--- src/rtl/gpio_pkg.sv ---
package gpio_pkg;
    localparam int unsigned WA_DIR  = 0;
    localparam int unsigned WA_OUT  = 1;
    localparam int unsigned WA_SET  = 2;
    localparam int unsigned WA_CLR  = 3;
    localparam int unsigned WA_IN   = 4;
    localparam int unsigned WA_FALL = 5;
    localparam int unsigned WA_IEN  = 6;
    localparam int unsigned WA_PEND = 7;
    localparam int unsigned WA_TSEL = 8;
endpackage

--- src/rtl/gpio_sync.sv ---
module gpio_sync #(
    parameter int WIDTH  = 8,
    parameter int STAGES = 2
) (
    input  logic             clk,
    input  logic             rst_n,
    input  logic [WIDTH-1:0] async_in,
    output logic [WIDTH-1:0] sync_out
);
    logic [WIDTH-1:0] stage_d [STAGES];
    logic [WIDTH-1:0] stage_q [STAGES];

    always_comb begin
        stage_d[0] = async_in;
        for (int s = 1; s < STAGES; s++) begin
            stage_d[s] = stage_q[s-1];
        end
    end

    generate
        for (genvar g = 0; g < STAGES; g++) begin : g_stage
            always_ff @(posedge clk or negedge rst_n) begin
                if (!rst_n) stage_q[g] <= '0;
                else        stage_q[g] <= stage_d[g];
            end
        end
    endgenerate

    assign sync_out = stage_q[STAGES-1];
endmodule

--- src/rtl/gpio_edge.sv ---
module gpio_edge #(
    parameter int NUM_PINS = 8,
    parameter int SEL_W    = 3
) (
    input  logic                clk,
    input  logic                rst_n,
    input  logic [NUM_PINS-1:0] sync_in,
    input  logic [NUM_PINS-1:0] fall_sel,
    input  logic [NUM_PINS-1:0] pend_clr,
    input  logic [SEL_W-1:0]    tsel,
    output logic [NUM_PINS-1:0] pend,
    output logic                trig
);
    typedef struct packed {
        logic [NUM_PINS-1:0] prev;
        logic [NUM_PINS-1:0] pend;
        logic                trig;
    } edge_st_t;

    edge_st_t st_d, st_q;
    logic [NUM_PINS-1:0] evt;

    always_comb begin
        evt        = (~fall_sel & sync_in & ~st_q.prev)
                   | ( fall_sel & ~sync_in & st_q.prev);
        st_d       = st_q;
        st_d.prev  = sync_in;
        st_d.pend  = (st_q.pend & ~pend_clr) | evt;
        st_d.trig  = evt[tsel];
    end

    always_ff @(posedge clk or negedge rst_n) begin
        if (!rst_n) st_q <= '0;
        else        st_q <= st_d;
    end

    assign pend = st_q.pend;
    assign trig = st_q.trig;

    // the trigger never lasts two cycles
    p_trig_pulse_r9: assert property (@(posedge clk) disable iff (!rst_n)
        trig |=> !trig);

    // with no clear written, no pending flag is lost
    p_pend_sticky_r7: assert property (@(posedge clk) disable iff (!rst_n)
        (pend_clr == '0) |=> ((pend & $past(pend)) == $past(pend)));

    // a flag being cleared while its event arrives survives
    p_clr_race_r7: assert property (@(posedge clk) disable iff (!rst_n)
        ((pend_clr & evt) != '0) |=> ((pend & $past(pend_clr & evt)) == $past(pend_clr & evt)));
endmodule

--- src/rtl/gpio_regs.sv ---
module gpio_regs
    import gpio_pkg::*;
#(
    parameter int NUM_PINS = 8,
    parameter int ADDR_W   = 4,
    parameter int DATA_W   = 32,
    parameter int SEL_W    = 3
) (
    input  logic                clk,
    input  logic                rst_n,
    input  logic                bus_sel,
    input  logic                bus_wr,
    input  logic [ADDR_W-1:0]   bus_addr,
    input  logic [DATA_W/8-1:0] bus_strb,
    input  logic [DATA_W-1:0]   bus_wdata,
    output logic [DATA_W-1:0]   bus_rdata,
    input  logic [NUM_PINS-1:0] sync_in,
    input  logic [NUM_PINS-1:0] pend,
    output logic [NUM_PINS-1:0] dir,
    output logic [NUM_PINS-1:0] out,
    output logic [NUM_PINS-1:0] fall_sel,
    output logic [NUM_PINS-1:0] ien,
    output logic [SEL_W-1:0]    tsel,
    output logic [NUM_PINS-1:0] pend_clr
);
    typedef struct packed {
        logic [NUM_PINS-1:0] dir;
        logic [NUM_PINS-1:0] out;
        logic [NUM_PINS-1:0] fall;
        logic [NUM_PINS-1:0] ien;
        logic [SEL_W-1:0]    tsel;
    } regs_t;

    regs_t rg_d, rg_q;
    logic [NUM_PINS-1:0] lane_m;
    logic [NUM_PINS-1:0] wbits;
    logic                wr_en;
    int unsigned         widx;

    generate
        for (genvar b = 0; b < NUM_PINS; b++) begin : g_lane
            assign lane_m[b] = bus_strb[b/8];
        end
    endgenerate

    logic unused_bus;
    assign unused_bus = ^{bus_wdata[DATA_W-1:NUM_PINS], bus_strb};

    assign wr_en = bus_sel & bus_wr;
    assign widx  = int'(bus_addr);
    assign wbits = bus_wdata[NUM_PINS-1:0] & lane_m;

    always_comb begin
        rg_d     = rg_q;
        pend_clr = '0;
        if (wr_en) begin
            case (widx)
                WA_DIR:  rg_d.dir  = (rg_q.dir  & ~lane_m) | wbits;
                WA_OUT:  rg_d.out  = (rg_q.out  & ~lane_m) | wbits;
                WA_SET:  rg_d.out  = rg_q.out | wbits;
                WA_CLR:  rg_d.out  = rg_q.out & ~wbits;
                WA_FALL: rg_d.fall = (rg_q.fall & ~lane_m) | wbits;
                WA_IEN:  rg_d.ien  = (rg_q.ien  & ~lane_m) | wbits;
                WA_PEND: pend_clr  = wbits;
                WA_TSEL: if (bus_strb[0]) rg_d.tsel = bus_wdata[SEL_W-1:0];
                default: ;
            endcase
        end
    end

    always_ff @(posedge clk or negedge rst_n) begin
        if (!rst_n) rg_q <= '0;
        else        rg_q <= rg_d;
    end

    always_comb begin
        bus_rdata = '0;
        case (widx)
            WA_DIR:  bus_rdata[NUM_PINS-1:0] = rg_q.dir;
            WA_OUT:  bus_rdata[NUM_PINS-1:0] = rg_q.out;
            WA_IN:   bus_rdata[NUM_PINS-1:0] = sync_in;
            WA_FALL: bus_rdata[NUM_PINS-1:0] = rg_q.fall;
            WA_IEN:  bus_rdata[NUM_PINS-1:0] = rg_q.ien;
            WA_PEND: bus_rdata[NUM_PINS-1:0] = pend;
            WA_TSEL: bus_rdata[SEL_W-1:0]    = rg_q.tsel;
            default: ;
        endcase
    end

    assign dir      = rg_q.dir;
    assign out      = rg_q.out;
    assign fall_sel = rg_q.fall;
    assign ien      = rg_q.ien;
    assign tsel     = rg_q.tsel;

    // bits written to the set address end up high
    p_set_bits_r3: assert property (@(posedge clk) disable iff (!rst_n)
        (wr_en && widx == WA_SET) |=> ((out & $past(wbits)) == $past(wbits)));

    // bits written to the clear address end up low
    p_clr_bits_r4: assert property (@(posedge clk) disable iff (!rst_n)
        (wr_en && widx == WA_CLR) |=> ((out & $past(wbits)) == '0));

    // direction only moves on a direction write
    p_dir_hold_r2: assert property (@(posedge clk) disable iff (!rst_n)
        !(wr_en && widx == WA_DIR) |=> $stable(dir));

    // a write with lane 0 strobe low leaves the per-pin fields alone
    p_lane_gate_r10: assert property (@(posedge clk) disable iff (!rst_n)
        (wr_en && !bus_strb[0]) |=> ($stable(dir) && $stable(out) && $stable(fall_sel)
                                    && $stable(ien) && $stable(tsel)));
endmodule

--- src/rtl/gpio_port_ctrl.sv ---
module gpio_port_ctrl #(
    parameter int NUM_PINS    = 8,
    parameter int SYNC_STAGES = 2,
    parameter int ADDR_W      = 4,
    parameter int DATA_W      = 32
) (
    input  logic                clk,
    input  logic                rst_n,
    input  logic                bus_sel,
    input  logic                bus_wr,
    input  logic [ADDR_W-1:0]   bus_addr,
    input  logic [DATA_W/8-1:0] bus_strb,
    input  logic [DATA_W-1:0]   bus_wdata,
    output logic [DATA_W-1:0]   bus_rdata,
    input  logic [NUM_PINS-1:0] pin_in,
    output logic [NUM_PINS-1:0] pin_out,
    output logic [NUM_PINS-1:0] pin_oe,
    output logic                irq,
    output logic                trig
);
    localparam int SEL_W = (NUM_PINS > 1) ? $clog2(NUM_PINS) : 1;

    logic [NUM_PINS-1:0] sync_in;
    logic [NUM_PINS-1:0] pend;
    logic [NUM_PINS-1:0] fall_sel;
    logic [NUM_PINS-1:0] ien;
    logic [NUM_PINS-1:0] pend_clr;
    logic [SEL_W-1:0]    tsel;

    gpio_sync #(.WIDTH(NUM_PINS), .STAGES(SYNC_STAGES)) u_sync (
        .clk      (clk),
        .rst_n    (rst_n),
        .async_in (pin_in),
        .sync_out (sync_in)
    );

    gpio_regs #(.NUM_PINS(NUM_PINS), .ADDR_W(ADDR_W), .DATA_W(DATA_W), .SEL_W(SEL_W)) u_regs (
        .clk       (clk),
        .rst_n     (rst_n),
        .bus_sel   (bus_sel),
        .bus_wr    (bus_wr),
        .bus_addr  (bus_addr),
        .bus_strb  (bus_strb),
        .bus_wdata (bus_wdata),
        .bus_rdata (bus_rdata),
        .sync_in   (sync_in),
        .pend      (pend),
        .dir       (pin_oe),
        .out       (pin_out),
        .fall_sel  (fall_sel),
        .ien       (ien),
        .tsel      (tsel),
        .pend_clr  (pend_clr)
    );

    gpio_edge #(.NUM_PINS(NUM_PINS), .SEL_W(SEL_W)) u_edge (
        .clk      (clk),
        .rst_n    (rst_n),
        .sync_in  (sync_in),
        .fall_sel (fall_sel),
        .pend_clr (pend_clr),
        .tsel     (tsel),
        .pend     (pend),
        .trig     (trig)
    );

    assign irq = |(pend & ien);

    // a raised request always has an enabled flag behind it one cycle on
    p_irq_hold_r8: assert property (@(posedge clk) disable iff (!rst_n)
        (irq && pend_clr == '0 && !(bus_sel && bus_wr)) |=> irq);
endmodule

--- config.mk ---
export PLATFORM = sky130hd
export DESIGN_NAME = gpio_port_ctrl
export DESIGN_NICKNAME = d
export VERILOG_FILES = /design/src/rtl/gpio_pkg.sv /design/src/rtl/gpio_sync.sv /design/src/rtl/gpio_edge.sv /design/src/rtl/gpio_regs.sv /design/src/rtl/gpio_port_ctrl.sv
export SDC_FILE = /design/constraint.sdc
export NUM_CORES = 1
export LEC_CHECK = 0
export BUFFER_PORTS_ARGS = -buffer_cell sky130_fd_sc_hd__buf_2
export CORE_MARGIN = 1
export CORE_UTILIZATION = 40
export CTS_CLUSTER_DIAMETER = 150
export DETAILED_ROUTE_END_ITERATION = 16
export HOLD_SLACK_MARGIN = 0.05
export PLACE_DENSITY = 0.61
export SKIP_CTS_REPAIR_TIMING = 1
export SYNTH_ARGS = -nofsm -noshare
export SYNTH_HDL_FRONTEND = slang
export SYNTH_HIERARCHICAL = 1
export SYNTH_SLANG_ARGS = --single-unit
--- constraint.sdc ---
create_clock -name clk -period 2.7 [get_ports clk]
set_input_delay 0.81 -clock clk [delete_from_list [all_inputs] [get_ports clk]]
set_output_delay 0.81 -clock clk [all_outputs]
set_load 0.05 [all_outputs]
Word level (Yosys, flattened, before mapping)
Cells that the tools add are included.

cells by class
  bitwise gates (word level) = 26
  eq/ne operators = 8
  reduce and logical (&&, ||, !) cells = 8
  muxes and demuxes = 7
  order comparisons = 1

operator list
  cell                number
  $and 8x8->8         12
  $or 8x8->8          7
  $not 8->8           6
  $logic_not 32->1    1
  $pmux 5 s6          1
  $pmux 8 s3          1
  $pmux 3 s7          1
  $eq 4x3->1 const B  4
  $mux 8              2
  $eq 4x2->1 const B  2
  $reduce_and 2->1    4
  $reduce_or 8->1     1
  $eq 4x1->1 const B  1
  $eq 4x4->1 const B  1
  $lt 3x4->1 const B  1
  $bmux 1 s3          1
  $reduce_and 3->1    1
  $reduce_bool 3->1   1
  $and 1x1->1         1
  $mux 1              1

word-level totals
  output and inout port bits = 50
  flip-flop bits (word level) = 68
  logic and storage cells = 60
  input bits = 52

Logic depth before layout (Yosys ltp)
  word-level depth = 6
  gate-level depth with buffers = 7
  mapped depth without buffers = 5

Cells and area by module
The synthesis kept the hierarchy.

by module, submodules not included
  module          sequential area each (sq um)  area an instance (sq um)  cells each  times used
  gpio_regs       875.8                         2257.2                    199         1
  gpio_edge       425.4                         827.0                     78          1
  gpio_sync       400.4                         400.4                     16          1
  gpio_port_ctrl  0.0                           36.3                      5           1

Worst setup path before layout
No wires, ideal clock.

  kind = input to output
  start = in bus_addr[0]
  end = out bus_rdata[0]
  stages on the path = 5
  slack = -1.316 ns
  required time = 1.890 ns
  arrival = 3.206 ns
  path buffers = 3
  cell sequence = buf_4 > buf_6 > buf_4 > a31oi_1 > o311ai_0

between the ends
  longest elaborated chain between the ends = 2
  elaborated cells on any way between the ends = 8
  those cells by class = eq/ne: 6; mux: 1; reduce/logical: 1

ends and longest elaborated chain
  what                                      line                  text
  start: declaration                        gpio_port_ctrl.sv:11  input logic [ADDR_W-1:0] bus_addr,
  $logic_not 32->1 (tied with other cells)  gpio_regs.sv:78       case (widx)
  $pmux 3 s7 *                              gpio_regs.sv:78
  end: declaration                          gpio_port_ctrl.sv:14  output logic [DATA_W-1:0] bus_rdata,

Mark *: on every way between the ends. The rest lies on a longest branch, timed or not.

Final worst setup path
  start = in bus_addr[3]
  end = out bus_rdata[2]

The elaborated chain is that of the path after synthesis.

==> flow_summary.yaml <==
run:
  cap_violations: 0
clock_network:
  cts_tree: "yes"
  path_clk_slew_ns: 0.07
  ctsHtreeMaxLevel: 3
  cts_inserted_buffers: 9
  clock_path_buffers: 2
  clkSinkCount: 68
  insertion_delay_ns: 0.35
  root_buffer: "clkbuf_8"
worst_setup_path:
  cp.arrival_ns: 1.92
  reg2reg_setup_slack_ns: 1.23
  criticalPathCategory: "primary input to output port"
  worstPathRequired_ns: 1.89
  end_kind: "output port"
  cp-start-kind: "primary input"
  crit_fanout: 5
logic_synthesis:
  synthArstFlopShare: 1.00
  synth-seq-cells: 68
  netlist_area_mm2: 0.00352
  yosysSeqAreaShare: 0.483
  avgSynthCellArea_um2: 11.8
  synth_edf_count: 0
  synth_flop_cell: "dfrtp_1"
  ys_warn_count: 6
  ys_types: 53
  synthCells: 298
sta:
  fin_crit_sh: 1.01
  fin_skew_ns: 0.0138
  slew_violations: 0
  fin_setup_tns_ns: -0.0282
  rsz0062_at_grt: "true"
  tightest_slew_ns: 0.595
  hold_ws_ns: 0.337
  setup_viol: 1
  fmax_ghz: 0.367
  max_slew_margin: 0.603
  period_needed_ns: 2.73
  hold_viol: 0
  setup_ws_ns: -0.0282
hold_path:
  hold_class: "flip-flop to flip-flop"
detailed_routing:
  drtIter0Drc: 177
  drtPass1Iterations: 6
  ant_nets: 0
  dr_total_vias: 2554
  post_drt_wl_per_cell_um: 17.7
  drcViolationCount: 0
  avgViaCountPerCell: 5.32
  drt_wl_total_mm: 8.47
cells_and_area:
  n_fill_cell: 751
  final_util: 0.522
  n_antenna_cell: 0
  mostFrequentLayoutCells: "dfrtp_1 (68), buf_2 (38), mux2_2 (32)"
  final_cell_area_mm2: 0.00438
  drive_gt1_frac: 0.411
  layout.nets: 422
  seqCellArea_mm2: 0.00170
  multi_input_area_mm2: 0.00166
  area_growth_pct: 24.4
  layout_commonest_cell: "dfrtp_1"
  fin_cells: 480
floorplanning:
  die_w_um: 95.8
  core_area_mm2: 0.00838
  dieArea_mm2: 0.00918
  fp.dieH_um: 95.8
  pin_count: 102
  start_util: 0.420
  rows: 33
placement:
  dp_slack_ns: -0.200
  dpl.hpwl_mm: 6.06
  place_inst: 461
  place_congestion: 0.779
  io_buffers: 50
  placed_area_mm2: 0.00399
pwr:
  p_leak_nw: 2.04
  cellPowerDensity_mw_per_mm2: 629
  total_power_mw: 2.75
  max-vdd-ir-drop_mv: 0.252
run_status:
  violations: "setup timing"
  status: "finished, violations left"
global_route:
  gr-usage-all-layers: 0.196
  antenna_found_initial: 0
  grt_max_degree: 44
  grt_pass1_vias: 2407
  overflow: 0
  grt_pass1_wl_mm: 13.0
[where the power goes]
part	switching, mW	internal, mW
logic	0.493	0.263
clock network	0.373	0.409
registers	0.0913	1.12
[metal layers]
layer / up-vias / share of wire / global-route usage
met2: 90 / 0.47 / 0.306
li1: 1175 / - / -
met3: 17 / 0.043 / 0.0355
met5: - / 0 / 0
met1: 1272 / 0.46 / 0.265
met4: 0 / 0.025 / 0.0933
[Yosys cell counts (3+ instances only)]
cell type / instances / share of area
a22o_1: 7 / 0.017
and2_1: 8 / 0.014
nor3b_1: 5 / 0.011
nor2_1: 7 / 0.0075
nand2_1: 11 / 0.012
mux2i_1: 12 / 0.034
o221ai_1: 3 / 0.0075
or3_1: 3 / 0.0053
or3b_1: 3 / 0.0075
buf_4: 36 / 0.077
dfrtp_1: 68 / 0.48
a22oi_1: 6 / 0.013
o31ai_1: 4 / 0.0085
mux2_2: 33 / 0.11
nand3_1: 12 / 0.017
buf_6: 3 / 0.0096
nand2b_1: 13 / 0.023
a211o_1: 3 / 0.0075
inv_1: 8 / 0.0085
o22a_1: 3 / 0.0075
and3_1: 4 / 0.0071
buf_2: 4 / 0.0057
a21o_1: 3 / 0.0064
[critical path: stages]
cell and delay (ns):
buf_12 0.11, mux2_4 0.29, a222oi_1 0.37, o21ai_2 0.15
buf_6 0.18
[cells by family after synthesis]
logic type | share of synthesized area
flops | 0.483
buf+inv | 0.102
mux | 0.146
simple gates | 0.158
xor+xnor | 0.00498
other cells | 0.00107
compound gates | 0.104
[path summary, 6_finish.rpt]
| path | from | to | cells past startpoint |
|---|---|---|---|
| min in group asynchronous | rst_n | async pin | 1 |
| worst max-delay path | bus_addr[3] | bus_rdata[2] | 5 |
| worst max register to register | u_regs/tsel[0] | u_edge/trig | 3 |
| max in group asynchronous | rst_n | async pin | 2 |
| worst min register to register | u_sync/stage_d[7] | u_sync/sync_out[7] | 0 |
| worst min-delay path | u_sync/stage_d[7] | u_sync/sync_out[7] | 0 |
[final cells by class]
cell class	count	area share
Inverter	8	0.00686
Clock buffer	15	0.0403
Tap cell	105	0.0300
Clock inverter	1	0.00114
Timing Repair Buffer	82	0.155
Multi-Input combinational cell	201	0.378
Sequential cell	68	0.389
Note: power is estimated with default switching activity, not from simulation.
